[config.mk]
export PLATFORM = sky130hd
export DESIGN_NAME = split_lut_cell
export DESIGN_NICKNAME = d
export VERILOG_FILES = /design/src/rtl/split_lut_pkg.sv /design/src/rtl/split_lut_table.sv /design/src/rtl/split_lut_carry.sv /design/src/rtl/split_lut_regs.sv /design/src/rtl/split_lut_cell.sv
export SDC_FILE = /design/constraint.sdc
export NUM_CORES = 1
export LEC_CHECK = 0
export BUFFER_PORTS_ARGS = -buffer_cell sky130_fd_sc_hd__clkbuf_2
export CAP_MARGIN = 20
export CORE_AREA = 8 8 45 47
export CTS_CLUSTER_DIAMETER = 200
export DETAILED_ROUTE_END_ITERATION = 6
export DIE_AREA = 0 0 53 55
export PLACE_DENSITY = 0.58
export SLEW_MARGIN = 20
export SYNTH_ARGS = -nofsm -noshare
export SYNTH_HDL_FRONTEND = slang
export SYNTH_SLANG_ARGS = --single-unit
[constraint.sdc]
create_clock -name clk -period 2.3 [get_ports clk]
set_input_delay 0.46 -clock clk [delete_from_list [all_inputs] [get_ports clk]]
set_output_delay 0.46 -clock clk [all_outputs]
set_load 0.03 [all_outputs]
[src/rtl/split_lut_pkg.sv]
package split_lut_pkg;

    localparam int LUT_K = 4;

    // Mode bits above the table, as offsets from the table width
    localparam int OFS_WIDE    = 0;
    localparam int OFS_STEER   = 1;
    localparam int OFS_F0_SHFT = 2;
    localparam int OFS_F1_CHN  = 3;
    localparam int OFS_OREG0   = 4;
    localparam int OFS_OREG1   = 5;
    localparam int MODE_BITS   = 6;

    typedef enum logic {
        SRC_LOGIC = 1'b0,
        SRC_CHAIN = 1'b1
    } d_src_e;

    typedef struct packed {
        logic q1;
        logic q0;
    } ff_pair_t;

endpackage

[src/rtl/split_lut_table.sv]
module split_lut_table #(
    parameter int K = split_lut_pkg::LUT_K
) (
    input  logic [(1<<K)-1:0] tbl,
    input  logic [K-1:0]      idx,
    output logic              full_res,
    output logic [1:0]        half_res,
    output logic [1:0]        quarter_res
);
    localparam int TBL_W = 1 << K;

    assign full_res = tbl[idx];

    // Two sub-tables: lower half (0) and upper half (1)
    for (genvar g = 0; g < 2; g++) begin : g_half
        logic [K-1:0] half_idx;
        logic [K-1:0] quart_idx;
        assign half_idx    = {1'(g), idx[K-2:0]};
        assign quart_idx   = {1'(g), {(K-3){1'b0}}, idx[K-3:0]};
        assign half_res[g]    = tbl[half_idx];
        assign quarter_res[g] = tbl[quart_idx];
    end

endmodule

[src/rtl/split_lut_carry.sv]
module split_lut_carry (
    input  logic prop,
    input  logic gen,
    input  logic cin,
    output logic cout
);
    always_comb begin
        cout = gen;
        if (prop) begin
            cout = cin;
        end
    end
endmodule

[src/rtl/split_lut_regs.sv]
module split_lut_regs
    import split_lut_pkg::*;
(
    input  logic   clk,
    input  logic   rst,
    input  logic   scan_en,
    input  logic   scan_in,
    input  logic   shift_in,
    input  logic   logic0,
    input  logic   logic1,
    input  d_src_e src0,
    input  d_src_e src1,
    output logic   q0,
    output logic   q1
);
    ff_pair_t state_d;
    ff_pair_t state_q;

    always_comb begin
        state_d = state_q;
        if (rst) begin
            state_d = '0;
        end else if (scan_en) begin
            state_d.q0 = scan_in;
            state_d.q1 = state_q.q0;
        end else begin
            state_d.q0 = (src0 == SRC_CHAIN) ? shift_in   : logic0;
            state_d.q1 = (src1 == SRC_CHAIN) ? state_q.q0 : logic1;
        end
    end

    always_ff @(posedge clk) begin
        state_q <= state_d;
    end

    assign q0 = state_q.q0;
    assign q1 = state_q.q1;

endmodule

[src/rtl/split_lut_cell.sv]
module split_lut_cell
    import split_lut_pkg::*;
#(
    parameter int K = LUT_K
) (
    input  logic                           clk,
    input  logic                           rst,
    input  logic [(1<<K)+MODE_BITS-1:0]    cfg,
    input  logic [K-1:0]                   din,
    input  logic                           carry_in,
    input  logic                           shift_in,
    input  logic                           scan_en,
    input  logic                           scan_in,
    output logic [1:0]                     dout,
    output logic                           carry_out,
    output logic                           shift_out,
    output logic                           scan_out
);
    localparam int TBL_W = 1 << K;

    logic [TBL_W-1:0] tbl;
    logic             mode_wide;
    logic             mode_steer;
    logic [K-1:0]     lut_idx;
    logic             full_res;
    logic [1:0]       half_res;
    logic [1:0]       quarter_res;
    logic [1:0]       logic_out;
    logic [1:0]       oreg;
    logic             ff0_q;
    logic             ff1_q;
    d_src_e           src0;
    d_src_e           src1;

    assign tbl        = cfg[TBL_W-1:0];
    assign mode_wide  = cfg[TBL_W + OFS_WIDE];
    assign mode_steer = cfg[TBL_W + OFS_STEER];
    assign src0       = d_src_e'(cfg[TBL_W + OFS_F0_SHFT]);
    assign src1       = d_src_e'(cfg[TBL_W + OFS_F1_CHN]);
    assign oreg       = {cfg[TBL_W + OFS_OREG1], cfg[TBL_W + OFS_OREG0]};

    // Third table input may be steered from the carry
    always_comb begin
        lut_idx    = din;
        lut_idx[2] = mode_steer ? carry_in : din[2];
    end

    split_lut_table #(.K(K)) u_table (
        .tbl         (tbl),
        .idx         (lut_idx),
        .full_res    (full_res),
        .half_res    (half_res),
        .quarter_res (quarter_res)
    );

    split_lut_carry u_carry (
        .prop (quarter_res[1]),
        .gen  (quarter_res[0]),
        .cin  (carry_in),
        .cout (carry_out)
    );

    assign logic_out[0] = mode_wide ? full_res : half_res[0];
    assign logic_out[1] = half_res[1];

    split_lut_regs u_regs (
        .clk      (clk),
        .rst      (rst),
        .scan_en  (scan_en),
        .scan_in  (scan_in),
        .shift_in (shift_in),
        .logic0   (logic_out[0]),
        .logic1   (logic_out[1]),
        .src0     (src0),
        .src1     (src1),
        .q0       (ff0_q),
        .q1       (ff1_q)
    );

    assign dout[0]   = oreg[0] ? ff0_q : logic_out[0];
    assign dout[1]   = oreg[1] ? ff1_q : logic_out[1];
    assign shift_out = ff1_q;
    assign scan_out  = ff1_q;

endmodule

==> results of run 1 <==
-- cell type report --
type / instances / area share
clock buffer: 3 / 0.0420
inverter: 1 / 0.00699
multi-input combinational: 22 / 0.436
sequential: 2 / 0.0746
tap: 16 / 0.0373
timing repair buffer: 38 / 0.403
-- power groups by stage --
| stage | combinational (W) | sequential [W] | clock, W |
|---|---|---|---|
| final | 0.000115 | 0.0000397 | 0.0000791 |
| after global routing | 0.000125 | 0.0000400 | 0.0000882 |
| after CTS | 0.000110 | 0.0000397 | 0.0000843 |
| after detailed placement | 0.000106 | 0.0000402 | 0 |
| after global placement | 0.000105 | 0.0000402 | 0 |
| after floorplan | 0.0000586 | 0.0000428 | 0 |
-- cells in the mapped netlist --
cell type,count,area [µm²]
a31oi_1,1,6.26
mux2_2,3,33.8
mux2i_1,3,30.0
mux4_2,2,45.0
buf_4,1,7.51
o21ai_0,2,10.0
inv_1,1,3.75
or3_1,1,6.26
nor3_1,2,10.0
nand2_1,2,7.51
mux4_1,2,52.6
nor2_1,2,7.51
mux2_4,1,15.0
dfxtp_1,2,40.0
nor4bb_1,1,10.0
-- per-stage QoR --
stage	instance area [µm²]	power, W	std cells	hold WS, ns
6_report	537	0.000234	82	0.460
5_1_grt	537	0.000253	82	0.478
4_1_cts	527	0.000234	82	0.448
3_5_place_dp	493	0.000146	79	0.504
3_3_place_gp	493	0.000145	79	0.492
2_1_floorplan	285	0.000101	26	0.475
-- cell families after synthesis --
logic type	count (synthesis)
muxes	11
and+or+nand+nor	8
AOI/OAI and AO/OA	3
DFF	2
buffers and inverters	2
-- worst max path at each step --
stage / start / to / slack, ns / depth (start not counted)
floorplan: din[0] / dout[0] / 0.03 / 4
CTS: din[0] / dout[1] / 0.01 / 5
global placement: din[0] / dout[1] / -0.005 / 5
detailed placement: din[0] / dout[1] / -0.01 / 5
finish: din[0] / dout[1] / 0.06 / 5
global route: din[0] / dout[0] / 0.03 / 7
-- registers in the layout, summed over array words and instances (netlist names) --
name,cells
u_regs.q0,1
u_regs.q1,1
-- what timing repair did --
action,4_1_cts,5_1_grt
pin swaps,0,0
endpoints found under the setup margin,1,2
resized for setup,3,7
hold endpoints to repair,0,0
-- per-layer routing --
layer / share of wire / wire length, µm
met1: 0.44 / 408
met2: 0.44 / 408
met3: 0.13 / 117
met4: 0 / 0
met5: 0 / 0
-- worst register-to-register path: cells and delay by family (launching register included) --
kind             cells  cell delay [ns]
AND/OR/NAND/NOR      2             0.19
flip-flops           1             0.32
==> run_results.csv, run 1 <==
group,metric,value,unit
setup_path,worstPathArrival,1.78,ns
die,design.core.area,1380,µm²
global_routing,overflow,0,
power,power_switching,0.0000730,W
drt,avgRoutedWirePerCell,11.4,µm
timing,worst_slack,0.0649,ns
synthesis,ys_warn_count,0,
drt,drcViolationCount,0,
global_routing,busiest_layer,"met2",
timing,tns,0,ns
power,p_comb_frac,0.492,
power,leakage,0.296,nW
drt,routed_via_density,4.51,
clock_network,post-cts-setup-buffers,0,
drt,drt_iter0_drc,0,
setup_path,r2r_slack,1.71,ns
timing,worstMarginPinSlew,0.320,ns
setup_path,critPathBufInv,2,
global_routing,antenna_found_initial,0,
placement,hpwlAfterDp,890,µm
clock_network,cts-htree-levels,1,
drt,dr.pass1.iters,1,
setup_path,ff2ff_path_depth,2,
synthesis,synthSimpleGateAreaFrac,0.145,
power,ir_drop,0.142,mV
timing,max_freq,447,MHz
hold_path,worstHoldStart,"rst",
synthesis,synth_top_family_by_area,"multiplexers",
finish,post-route-util,0.388,
global_routing,grtUsageMet1,0.0780,
setup_path,rr_startpoint,"u_regs.q0",
setup_path,cp_max_fo,4,
die,num_rows,14,
clock_network,cts.sinks,2,
synthesis,syn-num-nets,58,
setup_path,cp-start-kind,"primary input",
drt,wl,933,µm
setup_path,worst_path_largest_cell_delay,0.52,ns
synthesis,synth_cells,26,
global_routing,met2_usage,0.0996,
placement,portBuffers,36,
timing,finalHoldViolations,0,
timing,maxSlewViolCount,0,
timing,post-route-min-period,2.24,ns
power,clockPowerShare,0.338,
setup_path,crit_slowest_cell,"mux4_2",
placement,dp_slack,-0.0146,ns
setup_path,crit_chain,"buf_6 -> mux4_2 -> mux2_4 -> mux2_2 -> clkbuf_8",
timing,fin_crit_sh,0.972,
finish,diodes,0,
finish,fin_nets,100,
clock_network,cts_made_buffers,3,
hold_path,min_to,"u_regs.q1",
timing,relSlewSlack,0.780,
die,io_pins,37,
placement,gp_congestion,0.743,
finish,multi_input_area,234,µm²
finish,final_common_cell,"clkbuf_2",
global_routing,grt_max_degree,6,
timing,finalSetupViolCount,0,
finish,layout_common_cells,"33 x clkbuf_2, 3 x mux4_2, 3 x mux2i_1, 3 x clkbuf_4",
hold_path,hold_depth,2,
clock_network,cts-hold-fix-buffers,0,
global_routing,grt_pass1_vias,435,
hold_path,hold_class,"primary input to register",
finish,regArea,40.0,µm²
clock_network,cts_tree,"built",
synthesis,yosys_register_bits,2,
setup_path,end_kind,"output pin",
synthesis,syn_area,285,µm²
die,fp.dieW,53,µm
die,fp.dieH,55,µm
power,switching_share,0.312,
clock_network,cts_root_buf,"clkbuf_4",
clock_network,path_clk_slew,0.03,ns
setup_path,required,1.84,ns
clock_network,insertion_delay,0.23,ns
timing,grt_setup_unrepaired,"no",
synthesis,synthXorXnorAreaFrac,0,
drt,ant_nets,0,
setup_path,cpLargestDelayFamily,"multiplexers",
setup_path,reg2reg_to,"u_regs.q1",
setup_path,critPathKind,"primary input to output pin",
synthesis,synth_mux_area_frac,0.618,
power,power.share.sequential,0.170,
synthesis,synth_fa_ha_area_frac,0,
power,powerDensity,435,nW/µm²
finish,drive_gt1_frac,0.727,
flow_run,drv_cap,0,
finish,area_delta_synth_final,88.2,%
clock_network,clockBufferDepth,2,
status,status,"finished clean",
die,die_area,2920,µm²
finish,final.fill_count,143,
synthesis,synth_compound_area_frac,0.0570,
die,start_util,0.206,
global_routing,grt_pass1_wl,1580,µm
synthesis,syn_avg_cell_area,11.0,µm²
power,p_int,0.000161,W
synthesis,seq_area_frac_synth,0.140,
drt,num_vias,370,
global_routing,met3_usage,0.0535,
timing,finClkSkew,0.00432,ns
global_routing,grt_usage,0.0734,
synthesis,synth_cell_types,15,
Power figures use the tool's default switching activity.
==> run 2: changes to the inputs <==
--- a/config.mk
+++ b/config.mk
@@ -12,6 +12,7 @@
 export DETAILED_ROUTE_END_ITERATION = 6
 export DIE_AREA = 0 0 53 55
 export PLACE_DENSITY = 0.58
+export REMOVE_ABC_BUFFERS = 1
 export SLEW_MARGIN = 20
 export SYNTH_ARGS = -nofsm -noshare
 export SYNTH_HDL_FRONTEND = slang
==> run_results.csv, run 2 (synthesis gave the netlist of run 1 again) <==
group,metric,value,unit
timing,finClkSkew,0.00449,ns
global_routing,antenna_found_initial,0,
setup_path,cp-start-kind,"primary input",
power,leakage,0.291,nW
setup_path,critPathKind,"primary input to output pin",
setup_path,crit_slowest_cell,"mux4_2",
global_routing,grt_pass1_vias,437,
clock_network,cts.sinks,2,
clock_network,post-cts-setup-buffers,0,
drt,dr.pass1.iters,3,
placement,hpwlAfterDp,914,µm
status,status,"finished clean",
timing,worstMarginPinSlew,0.328,ns
power,powerDensity,435,nW/µm²
hold_path,hold_class,"primary input to register",
power,p_int,0.000157,W
setup_path,ff2ff_path_depth,2,
power,p_comb_frac,0.485,
clock_network,cts_root_buf,"clkbuf_4",
placement,portBuffers,36,
setup_path,critPathBufInv,2,
die,start_util,0.206,
setup_path,cp.depth,5,
clock_network,cts_made_buffers,3,
power,power_switching,0.0000711,W
global_routing,grt_pass1_wl,1580,µm
setup_path,required,1.84,ns
die,fp.dieH,55,µm
global_routing,overflow,0,
power,ir_drop,0.114,mV
drt,avgRoutedWirePerCell,11.7,µm
global_routing,grt_usage,0.0738,
die,num_rows,14,
clock_network,cts-htree-levels,1,
flow_run,drv_cap,0,
clock_network,path_clk_slew,0.03,ns
finish,layout_common_cells,"33 x clkbuf_2, 4 x clkbuf_4, 4 x buf_4",
die,io_pins,37,
global_routing,grt_max_degree,6,
placement,postPlaceCellArea,493,µm²
power,clockPowerShare,0.341,
setup_path,r2r_slack,1.71,ns
setup_path,end_kind,"output pin",
power,fin_total_pwr,0.000228,W
finish,fin_nets,100,
timing,post-route-min-period,2.26,ns
placement,gp_congestion,0.699,
drt,ant_nets,0,
setup_path,rr_startpoint,"u_regs.q0",
power,switching_share,0.312,
clock_network,clockBufferDepth,2,
finish,post-route-util,0.378,
clock_network,cts_tree,"built",
finish,design_area,523,µm²
setup_path,worstSetupStartpoint,"din[0]",
drt,drcViolationCount,0,
die,fp.dieW,53,µm
drt,drt_iter0_drc,2,
drt,wl,958,µm
setup_path,cpLargestDelayFamily,"multiplexers",
finish,final.fill_count,148,
finish,final_common_cell,"clkbuf_2",
clock_network,insertion_delay,0.22,ns
timing,relSlewSlack,0.775,
timing,fin_crit_sh,0.982,
setup_path,crit_chain,"buf_4 -> mux4_2 -> mux2_4 -> mux2_2 -> clkbuf_4",
die,design.core.area,1380,µm²
drt,routed_via_density,4.45,
die,die_area,2920,µm²
timing,finalSetupViolCount,0,
finish,regArea,40.0,µm²
timing,max_freq,443,MHz
clock_network,cts-hold-fix-buffers,0,
finish,diodes,0,
timing,finalHoldViolations,0,
timing,maxSlewViolCount,0,
finish,area_delta_synth_final,83.3,%
finish,multi_input_area,234,µm²
setup_path,cp_max_fo,4,
finish,drive_gt1_frac,0.727,
timing,hold-worst-slack,0.466,ns
setup_path,cp-endpoint,"dout[1]",
setup_path,worstPathArrival,1.80,ns
drt,num_vias,365,
timing,tns,0,ns
setup_path,reg2reg_to,"u_regs.q1",
setup_path,worst_path_largest_cell_delay,0.50,ns
timing,grt_setup_unrepaired,"no",
power,power.share.sequential,0.174,
[run 2: power groups by stage]
| stage | Clock (W) | Sequential, W | Combinational, W |
|---|---|---|---|
| after detailed placement | 0 | 0.0000401 | 0.000106 |
| after floorplan | 0 | 0.0000457 | 0.0000537 |
| after global routing | 0.0000815 | 0.0000399 | 0.000120 |
| final | 0.0000777 | 0.0000396 | 0.000110 |
| after global placement | 0 | 0.0000402 | 0.000105 |
| after CTS | 0.0000829 | 0.0000396 | 0.000108 |
[run 2: worst register-to-register path: stages, from the launching register on]
cell and delay (ns):
dfxtp_1 0.32, nor2_1 0.05, nor3_1 0.15
[run 2: how the worst min path moves through the flow]
stage                     startpoint   endpoint  slack, ns  depth (start not counted)
after floorplan            u_regs.q0  u_regs.q1       0.47                          2
after global placement     u_regs.q0  u_regs.q1       0.49                          2
after detailed placement   u_regs.q0  u_regs.q1       0.51                          2
after CTS                        rst  u_regs.q1       0.45                          2
after global routing             rst  u_regs.q1       0.49                          2
final                            rst  u_regs.q1       0.47                          2
[run 2: through the flow]
stage / setup WS [ns] / cells
floorplan: 0.0306 / 25
global placement: -0.00452 / 79
detailed placement: -0.0210 / 79
CTS: 0.00201 / 82
global route: 0.00150 / 82
finish: 0.0405 / 82
[run 2: routing by layer]
layer | up-vias | track usage | routed length (µm)
li1 | 187 | - | -
met1 | 151 | 0.0761 | 383
met2 | 27 | 0.0977 | 414
met3 | 0 | 0.0535 | 160
met4 | 0 | 0.0647 | 0
met5 | - | 0 | 0
[run 2: what timing repair did]
action	CTS	global route
gates resized for setup	2	5
cloned	0	0
setup endpoints to repair	2	2
endpoints found under the hold margin	0	0
[run 2: final cells by class]
cell class                      instances  share of cell area
Clock buffer                            3              0.0431
Inverter                                1             0.00718
Multi-Input combinational cell         22               0.447
Sequential cell                         2              0.0766
Tap cell                               16              0.0383
Timing Repair Buffer                   38               0.388
==> run 3: changes to the inputs <==
--- a/config.mk
+++ b/config.mk
@@ -8,7 +8,7 @@
 export BUFFER_PORTS_ARGS = -buffer_cell sky130_fd_sc_hd__clkbuf_2
 export CAP_MARGIN = 20
 export CORE_AREA = 8 8 45 47
-export CTS_CLUSTER_DIAMETER = 200
+export CTS_CLUSTER_DIAMETER = 40
 export DETAILED_ROUTE_END_ITERATION = 6
 export DIE_AREA = 0 0 53 55
 export PLACE_DENSITY = 0.58
==> constraint.sdc (replaced) <==
create_clock -name clk -period 2.3 [get_ports clk]
set_input_delay 0.46 -clock clk [delete_from_list [all_inputs] [get_ports clk]]
set_output_delay 0.46 -clock clk [all_outputs]
set_load 0.1 [all_outputs]
==> run_results.csv, run 3 (synthesis gave the netlist of run 1 again) <==
group,metric,value,unit
drt,routed_via_density,4.43,
die,num_rows,14,
finish,post-route-util,0.417,
global_routing,grt_pass1_vias,429,
timing,finalSetupViolCount,0,
timing,fin_crit_sh,0.998,
global_routing,grt_usage,0.0717,
finish,layout_common_cells,"32 x clkbuf_2, 3 x mux2i_1, 3 x clkbuf_4, 3 x buf_12",
die,design.core.area,1380,µm²
power,leakage,0.311,nW
setup_path,required,1.84,ns
die,fp.dieH,55,µm
power,p_comb_frac,0.619,
timing,post-route-min-period,2.30,ns
timing,worst_slack,0.00396,ns
clock_network,path_clk_slew,0.03,ns
clock_network,cts_root_buf,"clkbuf_4",
die,start_util,0.206,
placement,portBuffers,36,
finish,area_delta_synth_final,102,%
hold_path,hold_class,"primary input to register",
timing,worstMarginPinSlew,0.543,ns
power,clockPowerShare,0.251,
global_routing,antenna_found_initial,0,
placement,hpwlAfterDp,885,µm
timing,maxSlewViolCount,0,
global_routing,grt_max_degree,6,
drt,num_vias,359,
setup_path,critPathKind,"primary input to output pin",
drt,avgRoutedWirePerCell,11.9,µm
finish,drive_gt1_frac,0.708,
timing,relSlewSlack,0.639,
drt,drt_iter0_drc,7,
timing,max_freq,436,MHz
drt,drcViolationCount,0,
drt,dr.pass1.iters,2,
drt,wl,964,µm
timing,finClkSkew,0.00308,ns
finish,fin_nets,99,
flow_run,drv_cap,0,
power,power_switching,0.000128,W
drt,ant_nets,0,
timing,hold-worst-slack,0.463,ns
clock_network,cts-hold-fix-buffers,0,
power,ir_drop,0.146,mV
timing,finalHoldViolations,0,
setup_path,cp-start-kind,"primary input",
timing,tns,0,ns
power,switching_share,0.419,
placement,dp_slack,-0.0575,ns
global_routing,grt_pass1_wl,1530,µm
finish,final_common_cell,"clkbuf_2",
clock_network,cts.sinks,2,
power,power.share.sequential,0.130,
placement,gp_congestion,0.705,
timing,grt_setup_unrepaired,"yes",
clock_network,clockBufferDepth,2,
global_routing,overflow,0,
die,fp.dieW,53,µm
status,status,"finished clean",
power,fin_total_pwr,0.000306,W
power,p_int,0.000178,W
finish,diodes,0,
clock_network,insertion_delay,0.22,ns
die,die_area,2920,µm²
clock_network,cts-htree-levels,1,
clock_network,cts_made_buffers,3,
setup_path,end_kind,"output pin",
power,powerDensity,531,nW/µm²
setup_path,cp_max_fo,4,
die,io_pins,37,
clock_network,cts_tree,"built",
setup_path,worstPathArrival,1.84,ns
## run 3: cell count changes in the layout (fill, tap and decap cells not counted), sizes merged
cell and delta:
clkbuf -1
## run 3: final timing paths
kind,from,to,slack [ns],depth (start not counted)
hold reg to reg,u_regs.q0,u_regs.q1,0.50,2
setup reg to reg,u_regs.q0,u_regs.q1,1.70,2
setup / recovery,din[0],dout[1],0.004,5
hold / removal,rst,u_regs.q1,0.46,2
## run 3: cell type report
| type | count | area (µm²) |
|---|---|---|
| multi-input combinational | 22 | 238 |
| inverter | 1 | 3.75 |
| tap | 16 | 20.0 |
| clock buffer | 3 | 22.5 |
| sequential | 2 | 40.0 |
| fill | 139 | 807 |
| timing repair buffer | 37 | 253 |
## run 3: timing repair
action | in CTS | in global routing
gates resized for setup | 4 | 1
endpoints found under the setup margin | 2 | 2
setup buffers | 0 | 0
cloned | 0 | 0
## run 3: layer usage
metal / vias to the layer above / track usage / routed length [µm]
met5: - / 0 / 0
met4: 0 / 0.0647 / 0
met3: 0 / 0.0428 / 130
met2: 27 / 0.0977 / 426
met1: 147 / 0.0765 / 407
li1: 185 / - / -
## run 3: power groups by stage
stage	Clock [W]	Sequential [W]	Combinational, W
global placement	0	0.0000402	0.000183
CTS	0.0000828	0.0000398	0.000190
finish	0.0000769	0.0000398	0.000189
detailed placement	0	0.0000401	0.000185
global route	0.0000834	0.0000402	0.000199
floorplan	0	0.0000605	0.0000923
## run 3: stage by stage
step                      std cells  cell area (µm²)
after global routing             81              577
after global placement           78              531
after floorplan                  25              278
after detailed placement         78              531
after CTS                        81              577
final                            81              577
## run 3: worst max-delay path, stage by stage
cell and delay (ns):
clkbuf_16 0.11, mux4_2 0.52, mux2_4 0.29, mux2_4 0.29, buf_12 0.17
